<file path="src/rtl/sec_bank_regfile_pkg.sv">
package sec_bank_regfile_pkg;

    typedef enum logic [1:0] {
        CLS_COMMON = 2'd0,
        CLS_BANKED = 2'd1,
        CLS_SECURE = 2'd2,
        CLS_NONE   = 2'd3
    } reg_class_e;

    typedef enum logic [1:0] {
        ST_IDLE  = 2'd0,
        ST_DATA  = 2'd1,
        ST_FAULT = 2'd2
    } resp_state_e;

    // Security class of a register index
    function automatic reg_class_e class_of(input int unsigned idx, input int unsigned n_impl);
        if (idx >= n_impl) return CLS_NONE;
        case (idx % 4)
            0:       return CLS_COMMON;
            2:       return CLS_SECURE;
            default: return CLS_BANKED;
        endcase
    endfunction

    // Reset constant of one register copy
    function automatic logic [31:0] reset_of(input int unsigned idx, input logic ns_copy);
        return 32'hC0DE_0000 | {23'd0, ns_copy, idx[7:0]};
    endfunction

endpackage

</file>
<file path="src/rtl/sec_bank_access_decode.sv">
module sec_bank_access_decode
    import sec_bank_regfile_pkg::*;
#(
    parameter int IDX_W    = 4,
    parameter int NUM_IMPL = 12
) (
    input  logic [IDX_W-1:0] idx,
    input  logic             ns,
    input  logic             mon,
    input  logic             rd,
    input  logic             wr,
    output logic             access,
    output logic             legal,
    output logic             sel_ns
);
    reg_class_e cls;
    logic       eff_secure;

    always_comb begin
        cls        = class_of(32'(idx), NUM_IMPL);
        // Monitor mode forces the secure world for permission checks
        eff_secure = mon | ~ns;
        access     = rd | wr;
        legal      = (cls != CLS_NONE) && !((cls == CLS_SECURE) && !eff_secure);
        // Banked copy always follows the NS bit
        sel_ns     = ns && (cls == CLS_BANKED);
    end

endmodule

</file>
<file path="src/rtl/sec_bank_reg_store.sv">
module sec_bank_reg_store
    import sec_bank_regfile_pkg::*;
#(
    parameter int IDX_W    = 4,
    parameter int NUM_IMPL = 12,
    parameter int DATA_W   = 32
) (
    input  logic              clk,
    input  logic              rst_n,
    input  logic              wr_en,
    input  logic [IDX_W-1:0]  idx,
    input  logic              sel_ns,
    input  logic [DATA_W-1:0] wdata,
    output logic [DATA_W-1:0] rdata
);
    logic [DATA_W-1:0] sec_view [NUM_IMPL];
    logic [DATA_W-1:0] ns_view  [NUM_IMPL];

    for (genvar i = 0; i < NUM_IMPL; i++) begin : g_reg
        localparam reg_class_e CLS = class_of(i, NUM_IMPL);
        logic [DATA_W-1:0] sec_q;
        logic              hit;

        assign hit = wr_en && (idx == IDX_W'(i));

        always_ff @(posedge clk or negedge rst_n) begin
            if (!rst_n)
                sec_q <= DATA_W'(reset_of(i, 1'b0));
            else if (hit && !sel_ns)
                sec_q <= wdata;
        end
        assign sec_view[i] = sec_q;

        if (CLS == CLS_BANKED) begin : g_banked
            logic [DATA_W-1:0] ns_q;
            always_ff @(posedge clk or negedge rst_n) begin
                if (!rst_n)
                    ns_q <= DATA_W'(reset_of(i, 1'b1));
                else if (hit && sel_ns)
                    ns_q <= wdata;
            end
            assign ns_view[i] = ns_q;
        end else begin : g_single
            assign ns_view[i] = sec_q;
        end
    end

    always_comb begin
        rdata = '0;
        for (int i = 0; i < NUM_IMPL; i++) begin
            if (idx == IDX_W'(i))
                rdata = sel_ns ? ns_view[i] : sec_view[i];
        end
    end

endmodule

</file>
<file path="src/rtl/sec_bank_regfile.sv">
module sec_bank_regfile
    import sec_bank_regfile_pkg::*;
#(
    parameter int IDX_W    = 4,
    parameter int NUM_IMPL = 12,
    parameter int DATA_W   = 32
) (
    input  logic              clk,
    input  logic              rst_n,
    input  logic [IDX_W-1:0]  acc_idx,
    input  logic              acc_rd,
    input  logic              acc_wr,
    input  logic [DATA_W-1:0] acc_wdata,
    input  logic              acc_ns,
    input  logic              acc_mon,
    output logic [DATA_W-1:0] rd_data,
    output logic              acc_fault
);
    logic              access;
    logic              legal;
    logic              sel_ns;
    logic [DATA_W-1:0] store_rdata;
    logic [DATA_W-1:0] rd_data_q;
    resp_state_e       state_q, state_d;

    sec_bank_access_decode #(
        .IDX_W    (IDX_W),
        .NUM_IMPL (NUM_IMPL)
    ) u_decode (
        .idx    (acc_idx),
        .ns     (acc_ns),
        .mon    (acc_mon),
        .rd     (acc_rd),
        .wr     (acc_wr),
        .access (access),
        .legal  (legal),
        .sel_ns (sel_ns)
    );

    sec_bank_reg_store #(
        .IDX_W    (IDX_W),
        .NUM_IMPL (NUM_IMPL),
        .DATA_W   (DATA_W)
    ) u_store (
        .clk    (clk),
        .rst_n  (rst_n),
        .wr_en  (acc_wr && legal),
        .idx    (acc_idx),
        .sel_ns (sel_ns),
        .wdata  (acc_wdata),
        .rdata  (store_rdata)
    );

    // Next-state choice depends only on the current access
    always_comb begin
        if (access && !legal)
            state_d = ST_FAULT;
        else if (acc_rd)
            state_d = ST_DATA;
        else
            state_d = ST_IDLE;
    end

    // State register
    always_ff @(posedge clk or negedge rst_n) begin
        if (!rst_n)
            state_q <= ST_IDLE;
        else
            state_q <= state_d;
    end

    // Read data capture: zero for a blocked read, hold when idle
    always_ff @(posedge clk or negedge rst_n) begin
        if (!rst_n)
            rd_data_q <= '0;
        else if (acc_rd)
            rd_data_q <= legal ? store_rdata : '0;
    end

    // Outputs
    always_comb begin
        rd_data = rd_data_q;
        unique case (state_q)
            ST_FAULT: acc_fault = 1'b1;
            ST_DATA:  acc_fault = 1'b0;
            default:  acc_fault = 1'b0;
        endcase
    end

endmodule

</file>
<file path="config.mk">
export PLATFORM = sky130hd
export DESIGN_NAME = sec_bank_regfile
export DESIGN_NICKNAME = d
export VERILOG_FILES = /design/src/rtl/sec_bank_regfile_pkg.sv /design/src/rtl/sec_bank_access_decode.sv /design/src/rtl/sec_bank_reg_store.sv /design/src/rtl/sec_bank_regfile.sv
export SDC_FILE = /design/constraint.sdc
export NUM_CORES = 1
export LEC_CHECK = 0
export BUFFER_PORTS_ARGS = -buffer_cell sky130_fd_sc_hd__buf_2
export CORE_ASPECT_RATIO = 2
export CORE_MARGIN = 3
export CORE_UTILIZATION = 55
export CTS_CLUSTER_DIAMETER = 80
export DETAILED_ROUTE_END_ITERATION = 10
export PLACE_DENSITY = 0.74
export SLEW_MARGIN = 20
export SYNTH_ARGS = -nofsm -noshare
export SYNTH_HDL_FRONTEND = slang
export SYNTH_HIERARCHICAL = 1
export SYNTH_SLANG_ARGS = --single-unit
</file>
<file path="constraint.sdc">
create_clock -name clk -period 4.4 [get_ports clk]
set_input_delay 0.22 -clock clk [delete_from_list [all_inputs] [get_ports clk]]
set_output_delay 0.22 -clock clk [all_outputs]
set_load 0.02 [all_outputs]
</file>
==> impl_metrics.py, run 1 <==
metrics = {
    "global_route": {
        "grt_usage": 0.2858,
        "gr-total-overflow": 0,
        "grt_max_degree": 127,
        "antenna_found_initial": 6,
        "grt_pass1_vias": 19401,
        "grt_pass1_wl_um": 119700,
    },
    "sta": {
        "finalHoldViolations": 0,
        "fin_crit_ns": 2.733,
        "fin_skew_ns": 0.01664,
        "layout_worst_path_cycle_share": 0.6211,
        "rsz0062_at_grt": "false",
        "max_freq_mhz": 365.9,
        "finalWorstSetupSlack_ns": 1.667,
        "worst_pin_slew_ns": 0.9273,
        "setup_viol": 0,
        "slew_headroom": 0.3803,
        "drv_slew": 0,
        "setup_tns_ns": 0,
    },
    "critical_path": {
        "worstPathRequired_ns": 4.87,
        "worstSetupStartpoint": "acc_idx[0]",
        "critPathMaxFanout": 20,
        "worst-r2r-setup-slack_ns": 2.53,
        "crit_type": "in2reg",
        "critical_path_arrival_ns": 3.20,
        "r2r_end": "rd_data[9]",
        "startpoint_type": "input port",
        "reg2reg_depth": 7,
        "worstReg2RegStart": "u_store/g_reg[0].sec_q[9]",
        "crit_path_end_kind": "flop",
        "worstSetupEndpoint": "u_store/g_reg[8].sec_q[21]",
    },
    "die": {
        "die_h_um": 329.3,
        "core_um2": 51240,
        "start_util": 0.5610,
        "io_pins": 75,
        "die_w_um": 167.7,
        "die-area_um2": 55210,
        "rows": 117,
    },
    "final_layout": {
        "mostFrequentLayoutCells": "mux2_1, dfrtp_1, mux2i_1",
        "area_delta_synth_final_pct": 9.763,
        "nets": 2110,
        "nFillCells": 3889,
        "final_common_cell": "mux2_1",
        "drive_above_1_share": 0.3054,
    },
    "yosys": {
        "ys_ff_latch": 610,
        "syn_area_per_cell_um2": 14.02,
        "ys_warn_count": 6,
        "netlist_area_um2": 28750,
        "synthDistinctLibCells": 50,
        "yosysSeqAreaShare": 0.5390,
        "synth-edff-count": 0,
        "synth_nets": 2093,
        "synth_flop_cell": "dfrtp_1",
        "synth_cells": 2051,
        "async_reset_ff_frac": 1.000,
    },
    "clock_network": {
        "h-tree-depth": 2,
        "cts_buffers": 53,
        "cts_buffer_depth": 3,
        "clock-root-buffer": "clkbuf_16",
        "clock_sinks": 610,
        "clk_pin_slew_ns": 0.07,
        "cts_tree": "built",
        "clkLatencyLatePin_ns": 0.60,
        "ctsResizeCount": 0,
        "postCtsSetupBuffers": 0,
    },
    "route": {
        "via_per_inst": 6.422,
        "vias": 17776,
        "drt_wl_total_um": 79470,
        "wl_per_cell_um": 28.71,
        "firstDrtPassIters": 5,
        "ant_nets": 0,
        "drt_iter0_drc": 1425,
        "drc": 0,
    },
    "placed_design": {
        "hpwl_um": 49360,
        "pre_cts_slack_ns": 1.119,
        "gp_congestion": 0.9030,
        "port_buffers": 74,
    },
    "pwr": {
        "max-vdd-ir-drop_mv": 0.3428,
        "power.density_nw_per_um2": 458.0,
        "leakage_nw": 14.06,
    },
    "outcome": {
        "status": "completed",
    },
    "min_path": {
        "hold_class": "in2reg",
    },
    "flow_run": {
        "drv_cap": 0,
    },
}
[layer usage]
| metal | part of all wire | global-route usage | wire length, um | vias up |
|---|---|---|---|---|
| met2 | 0.52 | 0.5073 | 41060 | 584 |
| met4 | 0.084 | 0.2028 | 6642 | 2 |
| met5 | 0.00025 | 0 | 20 | - |
| met3 | 0.043 | 0.03338 | 3399 | 255 |
| li1 | - | - | - | 7558 |
| met1 | 0.36 | 0.3164 | 28350 | 9377 |
[worst min path at each step]
stage	start	cells after the start	slack, ns	endpoint
after floorplan	rst_n	0	-0.08	rd_data[0]
after global placement	rst_n	1	0.29	u_store/g_reg[9].g_banked.ns_q[21]
after detailed placement	rst_n	1	0.31	u_store/g_reg[9].g_banked.ns_q[21]
after CTS	acc_wdata[3]	2	0.05	u_store/g_reg[4].sec_q[3]
after global routing	acc_wdata[3]	2	0.1	u_store/g_reg[8].sec_q[3]
final	acc_wdata[4]	2	0.07	u_store/g_reg[9].sec_q[4]
[synth_stat cells, types with 4 or more instances]
library cell	count	area share
mux2i_1	218	0.076
mux2_4	30	0.016
dfstp_2	183	0.17
nand3_2	22	0.0077
a32oi_1	26	0.0079
nor2_2	4	0.00087
buf_1	7	0.00091
a21oi_1	19	0.0033
clkbuf_1	57	0.0074
nor2_1	11	0.0014
nor3_2	4	0.0014
buf_4	41	0.011
mux2_2	114	0.045
o211ai_1	23	0.0060
a21o_1	23	0.0060
o22a_1	28	0.0085
nand3_1	19	0.0033
nand2b_1	4	0.00087
and2_1	6	0.0013
buf_2	60	0.010
nor2b_1	13	0.0028
inv_1	32	0.0042
o21ai_2	28	0.0085
a221oi_1	26	0.0079
buf_6	11	0.0043
mux2_1	441	0.17
o21ai_1	6	0.0010
mux4_2	11	0.0086
o22ai_1	47	0.010
dfrtp_1	427	0.37
nand2_1	37	0.0048
o21ai_0	5	0.00087
a2bb2oi_1	23	0.0070
a211oi_1	19	0.0050
[sequential cells by signal, summed over array words and instances (netlist names)]
signal	cells
u_store/g.g_banked.ns_q	192
rd_data	32
state_q	2
u_store/g.sec_q	384
[final cells by class]
| class | count | area, um^2 | share of cell area |
|---|---|---|---|
| inverter | 33 | 123.9 | 0.003926 |
| multi-input combinational | 1229 | 12210 | 0.3870 |
| sequential | 610 | 15490 | 0.4911 |
| clock inverter | 17 | 229.0 | 0.007257 |
| antenna | 2 | 5.005 | 0.0001586 |
| tap | 654 | 818.3 | 0.02593 |
| timing repair buffer | 141 | 1107 | 0.03510 |
| clock buffer | 82 | 1565 | 0.04961 |
[cells by family (layout without fill, tap and decap cells)]
kind of cell / count (synthesis) / count (layout) / share of synthesized area
AO/OA/AOI/OAI: 282 / 282 / 0.07496
buffers and inverters: 212 / 273 / 0.04005
flip-flops: 610 / 610 / 0.5390
multiplexers: 814 / 814 / 0.3176
other: 0 / 2 / 0
AND/OR/NAND/NOR: 133 / 133 / 0.02838
[worst max-delay path, cell delays in order]
cell	delay, ns
buf_2	0.42
and4bb_1	0.28
a21oi_4	0.11
and2_1	0.20
nor2b_1	0.17
buf_4	0.21
nand3_2	0.72
buf_4	0.51
mux2_1	0.35
[per-stage QoR]
| stage | power, W | cell area (um^2) | std cells | utilization | hold slack (ns) |
|---|---|---|---|---|---|
| 6_report | 0.01445 | 31550 | 2768 | 0.6158 | 0.07329 |
| 5_1_grt | 0.01506 | 31550 | 2768 | 0.6158 | 0.09896 |
| 4_1_cts | 0.01457 | 31550 | 2766 | 0.6157 | 0.05311 |
| 3_5_place_dp | 0.009695 | 29740 | 2666 | 0.5805 | 0.3112 |
| 3_3_place_gp | 0.009532 | 29740 | 2666 | 0.5805 | 0.2946 |
| 2_1_floorplan | 0.008868 | 28750 | 2051 | - | -0.07559 |
[report_power, final]
group	switching [W]	total [W]	internal, W
clock	0.00210	0.00485	0.00275
combinational	0.00112	0.00222	0.00110
sequential	0.000552	0.00738	0.00683
[repair_timing]
| action | in CTS | in global routing |
|---|---|---|
| endpoints found under the hold margin | 60 | 0 |
| setup endpoints to repair | 0 | 0 |
| hold buffers | 1 | 0 |
(Power assumes the default switching activity.)
==> run 2: changes to the inputs <==
--- a/config.mk
+++ b/config.mk
@@ -5,6 +5,7 @@
 export SDC_FILE = /design/constraint.sdc
 export NUM_CORES = 1
 export LEC_CHECK = 0
+export ABC_AREA = 1
 export BUFFER_PORTS_ARGS = -buffer_cell sky130_fd_sc_hd__buf_2
 export CORE_ASPECT_RATIO = 2
 export CORE_MARGIN = 3
==> constraint.sdc (replaced) <==
create_clock -name clk -period 2.85 [get_ports clk]
set_input_delay 0.1425 -clock clk [delete_from_list [all_inputs] [get_ports clk]]
set_output_delay 0.1425 -clock clk [all_outputs]
set_load 0.02 [all_outputs]
==> run 2 against run 1 <==
Worst setup slack lost 1.1 ns. Final area fell by 5.1%. First-iteration DRC count rose by 68%. Sequential share of layout area rose by 2.6 points. Sequential power increased by 53%. Power up 48%.
==> impl_metrics.py, run 2 <==
metrics = {
    "min_path": {
        "hold_class": "in2reg",
    },
    "global_route": {
        "grt_pass1_vias": 23181,
        "gr-total-overflow": 0,
        "grt_max_degree": 97,
        "grt_usage": 0.3082,
        "antenna_found_initial": 1,
        "grt_pass1_wl_um": 126400,
    },
    "clock_network": {
        "clock-root-buffer": "clkbuf_16",
        "cts_buffer_depth": 3,
        "clkLatencyLatePin_ns": 0.61,
        "ctsResizeCount": 0,
        "cts_buffers": 51,
        "clk_pin_slew_ns": 0.07,
        "hold_buffers": 2,
        "clock_sinks": 610,
        "postCtsSetupBuffers": 0,
        "h-tree-depth": 2,
        "cts_tree": "built",
    },
    "yosys": {
        "synthTopCellsByArea": "dfrtp_1, nand2_1, dfstp_2",
        "ys_ff_latch": 610,
        "ys_warn_count": 6,
        "netlist_area_um2": 27160,
        "synth_cells": 3289,
        "async_reset_ff_frac": 1.000,
        "synth_flop_cell": "dfrtp_1",
        "synth-edff-count": 0,
        "netlist_top_cells_count": "nand2_1, o21ai_0, dfrtp_1, dfstp_2, nand3_1",
        "yosysSeqAreaShare": 0.5704,
        "synthDistinctLibCells": 32,
        "yosysTopAreaCellShare": 0.3934,
        "syn_area_per_cell_um2": 8.259,
        "synth_nets": 3331,
        "yosys.area.top_type": "dfrtp_1",
        "yosysMostFrequentCell": "nand2_1",
    },
    "final_layout": {
        "post-route-util": 0.6157,
        "drive_above_1_share": 0.1452,
        "diodes": 0,
        "mostFrequentLayoutCells": "nand2_1, o21ai_0, dfrtp_1",
        "largest_reg_flops": 384,
        "final_common_cell": "nand2_1",
        "area_delta_synth_final_pct": 10.25,
        "largest-register": "u_store/g.sec_q",
        "nets": 3300,
    },
    "route": {
        "drc": 0,
        "vias": 23269,
        "drt_wl_total_um": 79910,
        "drt_iter0_drc": 2393,
        "via_per_inst": 5.910,
        "wl_per_cell_um": 20.30,
        "firstDrtPassIters": 6,
        "ant_nets": 0,
    },
    "sta": {
        "setup_viol": 0,
        "setup_tns_ns": 0,
        "rsz0062_at_grt": "false",
        "fin_skew_ns": 0.03132,
        "max_freq_mhz": 441.1,
        "slew_headroom": 0.3075,
        "drv_slew": 0,
        "fin_crit_ns": 2.267,
        "finalHoldViolations": 0,
        "layout_worst_path_cycle_share": 0.7954,
        "worst_pin_slew_ns": 1.039,
    },
    "critical_path": {
        "critical_path_arrival_ns": 2.69,
        "critical-path-slowest-cell": "nor2_2",
        "cp_cell_sequence": "dlygate4sd3_1 > buf_2 > nand2_1 > inv_1 > inv_1 > nor2_2 > nand2_2 > buf_12 > nand2_1 > o21ai_0",
        "cp_slowest_stage_delay_ns": 0.68,
        "critPathMaxFanout": 24,
        "crit_path_end_kind": "flop",
        "startpoint_type": "input port",
        "crit_type": "in2reg",
        "worstPathRequired_ns": 3.27,
    },
    "die": {
        "die-area_um2": 52250,
        "die_h_um": 320.3,
        "start_util": 0.5584,
        "rows": 114,
        "die_w_um": 163.1,
        "core_um2": 48640,
        "io_pins": 75,
    },
    "flow_run": {
        "drv_cap": 0,
    },
    "outcome": {
        "status": "completed",
    },
    "pwr": {
        "power.density_nw_per_um2": 714.9,
        "max-vdd-ir-drop_mv": 0.5125,
        "leakage_nw": 13.97,
    },
    "placed_design": {
        "gp_congestion": 0.8734,
        "port_buffers": 74,
        "hpwl_um": 48680,
    },
}
## run 2: cell types whose count changed after synthesis, moves of 114 or more
cell,before,now
o21ai_0,5,549
nand3_1,19,179
nand2_1,37,1313
mux2_2,114,0
mux2_1,441,0
mux2i_1,218,0
## run 2: final timing paths
check / depth (start not counted) / slack [ns] / startpoint / end
setup / recovery: 10 / 0.58 / acc_wr / u_store/g_reg[3].sec_q[6]
hold / removal: 3 / 0.05 / acc_wdata[18] / u_store/g_reg[1].sec_q[18]
setup reg to reg: 12 / 1.25 / u_store/g_reg[1].sec_q[4] / rd_data[4]
hold reg to reg: 2 / 0.47 / u_store/g_reg[3].sec_q[31] / u_store/g_reg[3].sec_q[31]
max in group asynchronous: 3 / 1.55 / rst_n / u_store/g_reg[5].g_banked.ns_q[20]
min in group asynchronous: 2 / 0.17 / rst_n / u_store/g_reg[11].sec_q[10]
## run 2: layout make-up
class	count	area [um^2]
Clock inverter	14	173.9
Tap cell	638	798.3
Multi-Input combinational cell	2376	10380
Timing Repair Buffer	161	1351
Inverter	58	230.2
Clock buffer	80	1515
Fill cell	4126	18690
Sequential cell	610	15490
## run 2: report_power, final
group / switching (W) / total (W) / internal [W]
clock: 0.00317 / 0.00718 / 0.00401
combinational: 0.00185 / 0.00291 / 0.00106
sequential: 0.000848 / 0.0113 / 0.0105
total: 0.00587 / 0.0214 / 0.0155
## run 2: kinds of logic (layout without fill, tap and decap cells)
logic type | count (synthesis) | in the layout | share of synthesized area
compound gates | 708 | 708 | 0.1313
buf+inv | 303 | 313 | 0.04924
simple gates | 1668 | 1668 | 0.2490
flops | 610 | 610 | 0.5704
## run 2: stage by stage
stage	area, um^2	total power (W)	hold WS, ns	setup slack, ns	std cells
floorplan	27160	0.01319	-0.1531	1.065	3289
global placement	28240	0.01409	0.2838	0.2747	3841
detailed placement	28240	0.01431	0.2805	0.2032	3841
CTS	29950	0.02150	0.002032	0.7011	3937
global route	29950	0.02246	0.08828	0.5287	3937
finish	29950	0.02141	0.05143	0.5831	3937
## run 2: routing by layer
metal,track usage,routed length [um]
met3,0.04148,5419
met2,0.5317,40070
met5,0,11
met1,0.3702,29520
met4,0.1710,4898
## run 2: critical path, delay by kind of cell
kind | cells | cell delay, ns
AOI/OAI and AO/OA | 1 | 0.09
and+or+nand+nor | 4 | 1.32
buffers and inverters | 5 | 1.12
==> run 3: changes to the inputs <==
==> constraint.sdc (replaced) <==
create_clock -name clk -period 2.1 [get_ports clk]
set_input_delay 0.105 -clock clk [delete_from_list [all_inputs] [get_ports clk]]
set_output_delay 0.105 -clock clk [all_outputs]
set_load 0.02 [all_outputs]
==> run 3 against run 2 <==
Clock power is 34% higher. Clock skew is 0.015 ns lower. Global-route usage hardly changed. First-iteration DRC count is 17% higher. Critical path depth is 4 higher. Worst setup slack worse by 0.033 ns. Power is 36% higher. Non-clock buffer count is 40 higher. Final area is 1.8% higher. Flip-flop and latch count stayed put. Register-to-register slack worse by 0.64 ns. Critical path type unchanged. Largest power group unchanged.
==> impl_metrics.py, run 3 (same netlist as run 2, synthesis figures left out) <==
metrics = {
    "final_layout": {
        "final_common_cell": "nand2_1",
        "area_delta_synth_final_pct": 12.25,
        "largest-register": "u_store/g.sec_q",
        "post-route-util": 0.6268,
        "nets": 3340,
        "design_area_um2": 30490,
        "mostFrequentLayoutCells": "nand2_1, o21ai_0, dfrtp_1",
        "drive_above_1_share": 0.1563,
        "largest_reg_flops": 384,
        "diodes": 0,
    },
    "die": {
        "start_util": 0.5584,
        "rows": 114,
        "core_um2": 48640,
        "io_pins": 75,
        "die_h_um": 320.3,
        "die-area_um2": 52250,
        "die_w_um": 163.1,
    },
    "critical_path": {
        "cpMostUsedCell": "nand2_1",
        "startpoint_type": "input port",
        "crit_path_end_kind": "flop",
        "cp_cell_sequence": "buf_2 > nand2_1 > inv_1 > nor2_4 > buf_4 > buf_12 > nand2_1 > a21oi_1 > nor3_1 > nand4_1 > nand2_1 > nand4_1 > nand3_1 > nand2_1",
        "worstPathRequired_ns": 2.63,
        "critical-path-slowest-cell": "buf_12",
        "critical_path_arrival_ns": 2.08,
        "cp_slowest_stage_delay_ns": 0.26,
        "critPathMaxFanout": 44,
        "critPathBufInv": 4,
        "crit_type": "in2reg",
        "critPathTopFamily": "simple AND/OR/NAND/NOR gates",
    },
    "pwr": {
        "max-vdd-ir-drop_mv": 0.6319,
        "power.density_nw_per_um2": 952.2,
        "leakage_nw": 14.24,
    },
    "min_path": {
        "hold_class": "in2reg",
    },
    "placed_design": {
        "gp_congestion": 0.8848,
        "place_area_um2": 28760,
        "port_buffers": 74,
        "hpwl_um": 50370,
    },
    "route": {
        "ant_nets": 0,
        "via_per_inst": 5.874,
        "wl_per_cell_um": 20.09,
        "drt_iter0_drc": 2802,
        "vias": 23368,
        "drt_wl_total_um": 79900,
        "drc": 0,
        "firstDrtPassIters": 7,
    },
    "global_route": {
        "antenna_found_initial": 2,
        "grt_pass1_vias": 23379,
        "grt_max_degree": 85,
        "grt_usage": 0.3083,
        "gr-total-overflow": 0,
        "grt_pass1_wl_um": 126600,
    },
    "sta": {
        "layout_worst_path_cycle_share": 0.7380,
        "holdWs_ns": 0.03418,
        "setup_tns_ns": 0,
        "worst_pin_slew_ns": 0.6278,
        "setup_viol": 0,
        "drv_slew": 0,
        "slew_headroom": 0.5810,
        "rsz0062_at_grt": "false",
        "fin_skew_ns": 0.01674,
        "fin_crit_ns": 1.550,
        "max_freq_mhz": 645.3,
        "finalHoldViolations": 0,
    },
    "clock_network": {
        "clock_sinks": 610,
        "cts_tree": "built",
        "clkLatencyLatePin_ns": 0.60,
        "clk_pin_slew_ns": 0.07,
        "clock-root-buffer": "clkbuf_16",
        "cts_buffer_depth": 3,
        "postCtsSetupBuffers": 0,
        "cts_buffers": 51,
        "h-tree-depth": 2,
    },
    "flow_run": {
        "drv_cap": 0,
    },
    "outcome": {
        "status": "completed",
    },
}
-- run 3: cell count changes in the layout (fill, tap and decap cells not counted), moves of 5 or more --
cell / previous run / this run
buf_12: 25 / 44
buf_4: 60 / 79
clkbuf_1: 16 / 10
clkinvlp_4: 0 / 5
-- run 3: repair_timing --
item	CTS	global route
setup endpoints to repair	0	0
gates resized for setup	0	0
hold endpoints to repair	330	0
hold buffers	4	0
-- run 3: worst paths after layout --
path,from,to,slack [ns],cells after the start
setup / recovery,acc_idx[3],rd_data[25],0.55,14
hold / removal,acc_wdata[16],u_store/g_reg[1].g_banked.ns_q[16],0.03,3
setup reg to reg,u_store/g_reg[1].g_banked.ns_q[11],rd_data[11],0.61,10
hold reg to reg,u_store/g_reg[1].g_banked.ns_q[18],u_store/g_reg[1].g_banked.ns_q[18],0.48,2
max in group asynchronous,rst_n,u_store/g_reg[5].sec_q[19],1.15,3
min in group asynchronous,rst_n,u_store/g_reg[1].sec_q[5],0.06,2
-- run 3: metal layers --
metal | vias up | track usage | part of all wire
met1 | 11170 | 0.3680 | 0.36
met2 | 1172 | 0.5258 | 0.50
met4 | 2 | 0.1810 | 0.068
li1 | 10671 | - | -
met5 | - | 0 | 0.00016
met3 | 353 | 0.04652 | 0.075
-- run 3: per-stage QoR --
| step | setup WS (ns) | std cells | power, W |
|---|---|---|---|
| 2_1_floorplan | 0.3520 | 3289 | 0.01790 |
| 3_3_place_gp | 0.005217 | 3879 | 0.01920 |
| 3_5_place_dp | 0.01138 | 3879 | 0.01950 |
| 4_1_cts | 0.6147 | 3978 | 0.02915 |
| 5_1_grt | 0.4312 | 3978 | 0.03046 |
| 6_report | 0.5503 | 3978 | 0.02903 |
-- run 3: cell type report --
type / count / area [um^2]
repair buffers: 201 / 1894
clock buffers: 75 / 1529
inverters: 58 / 230.2
fillers: 4085 / 18150
well taps: 638 / 798.3
flip-flops and latches: 610 / 15490
clock inverters: 20 / 160.2
multi-input cells: 2376 / 10380
-- run 3: report_power, final --
group | internal, W | switching, W | leakage (nW)
clock | 0.00530 | 0.00435 | 0.826
sequential | 0.0142 | 0.00116 | 7.52
combinational | 0.00150 | 0.00252 | 5.89
total | 0.0210 | 0.00803 | 14.2
-- run 3: worst register-to-register path, cell delays in order, from the launching register on --
cell and delay, ns:
dfrtp_1 0.38, nand2_1 0.06, nand2_1 0.05, nand2_1 0.06
nand3_1 0.06, nor3_1 0.27, nand4_1 0.16, nand2_1 0.11
nand4_1 0.09, nand3_1 0.09, nand2_1 0.06
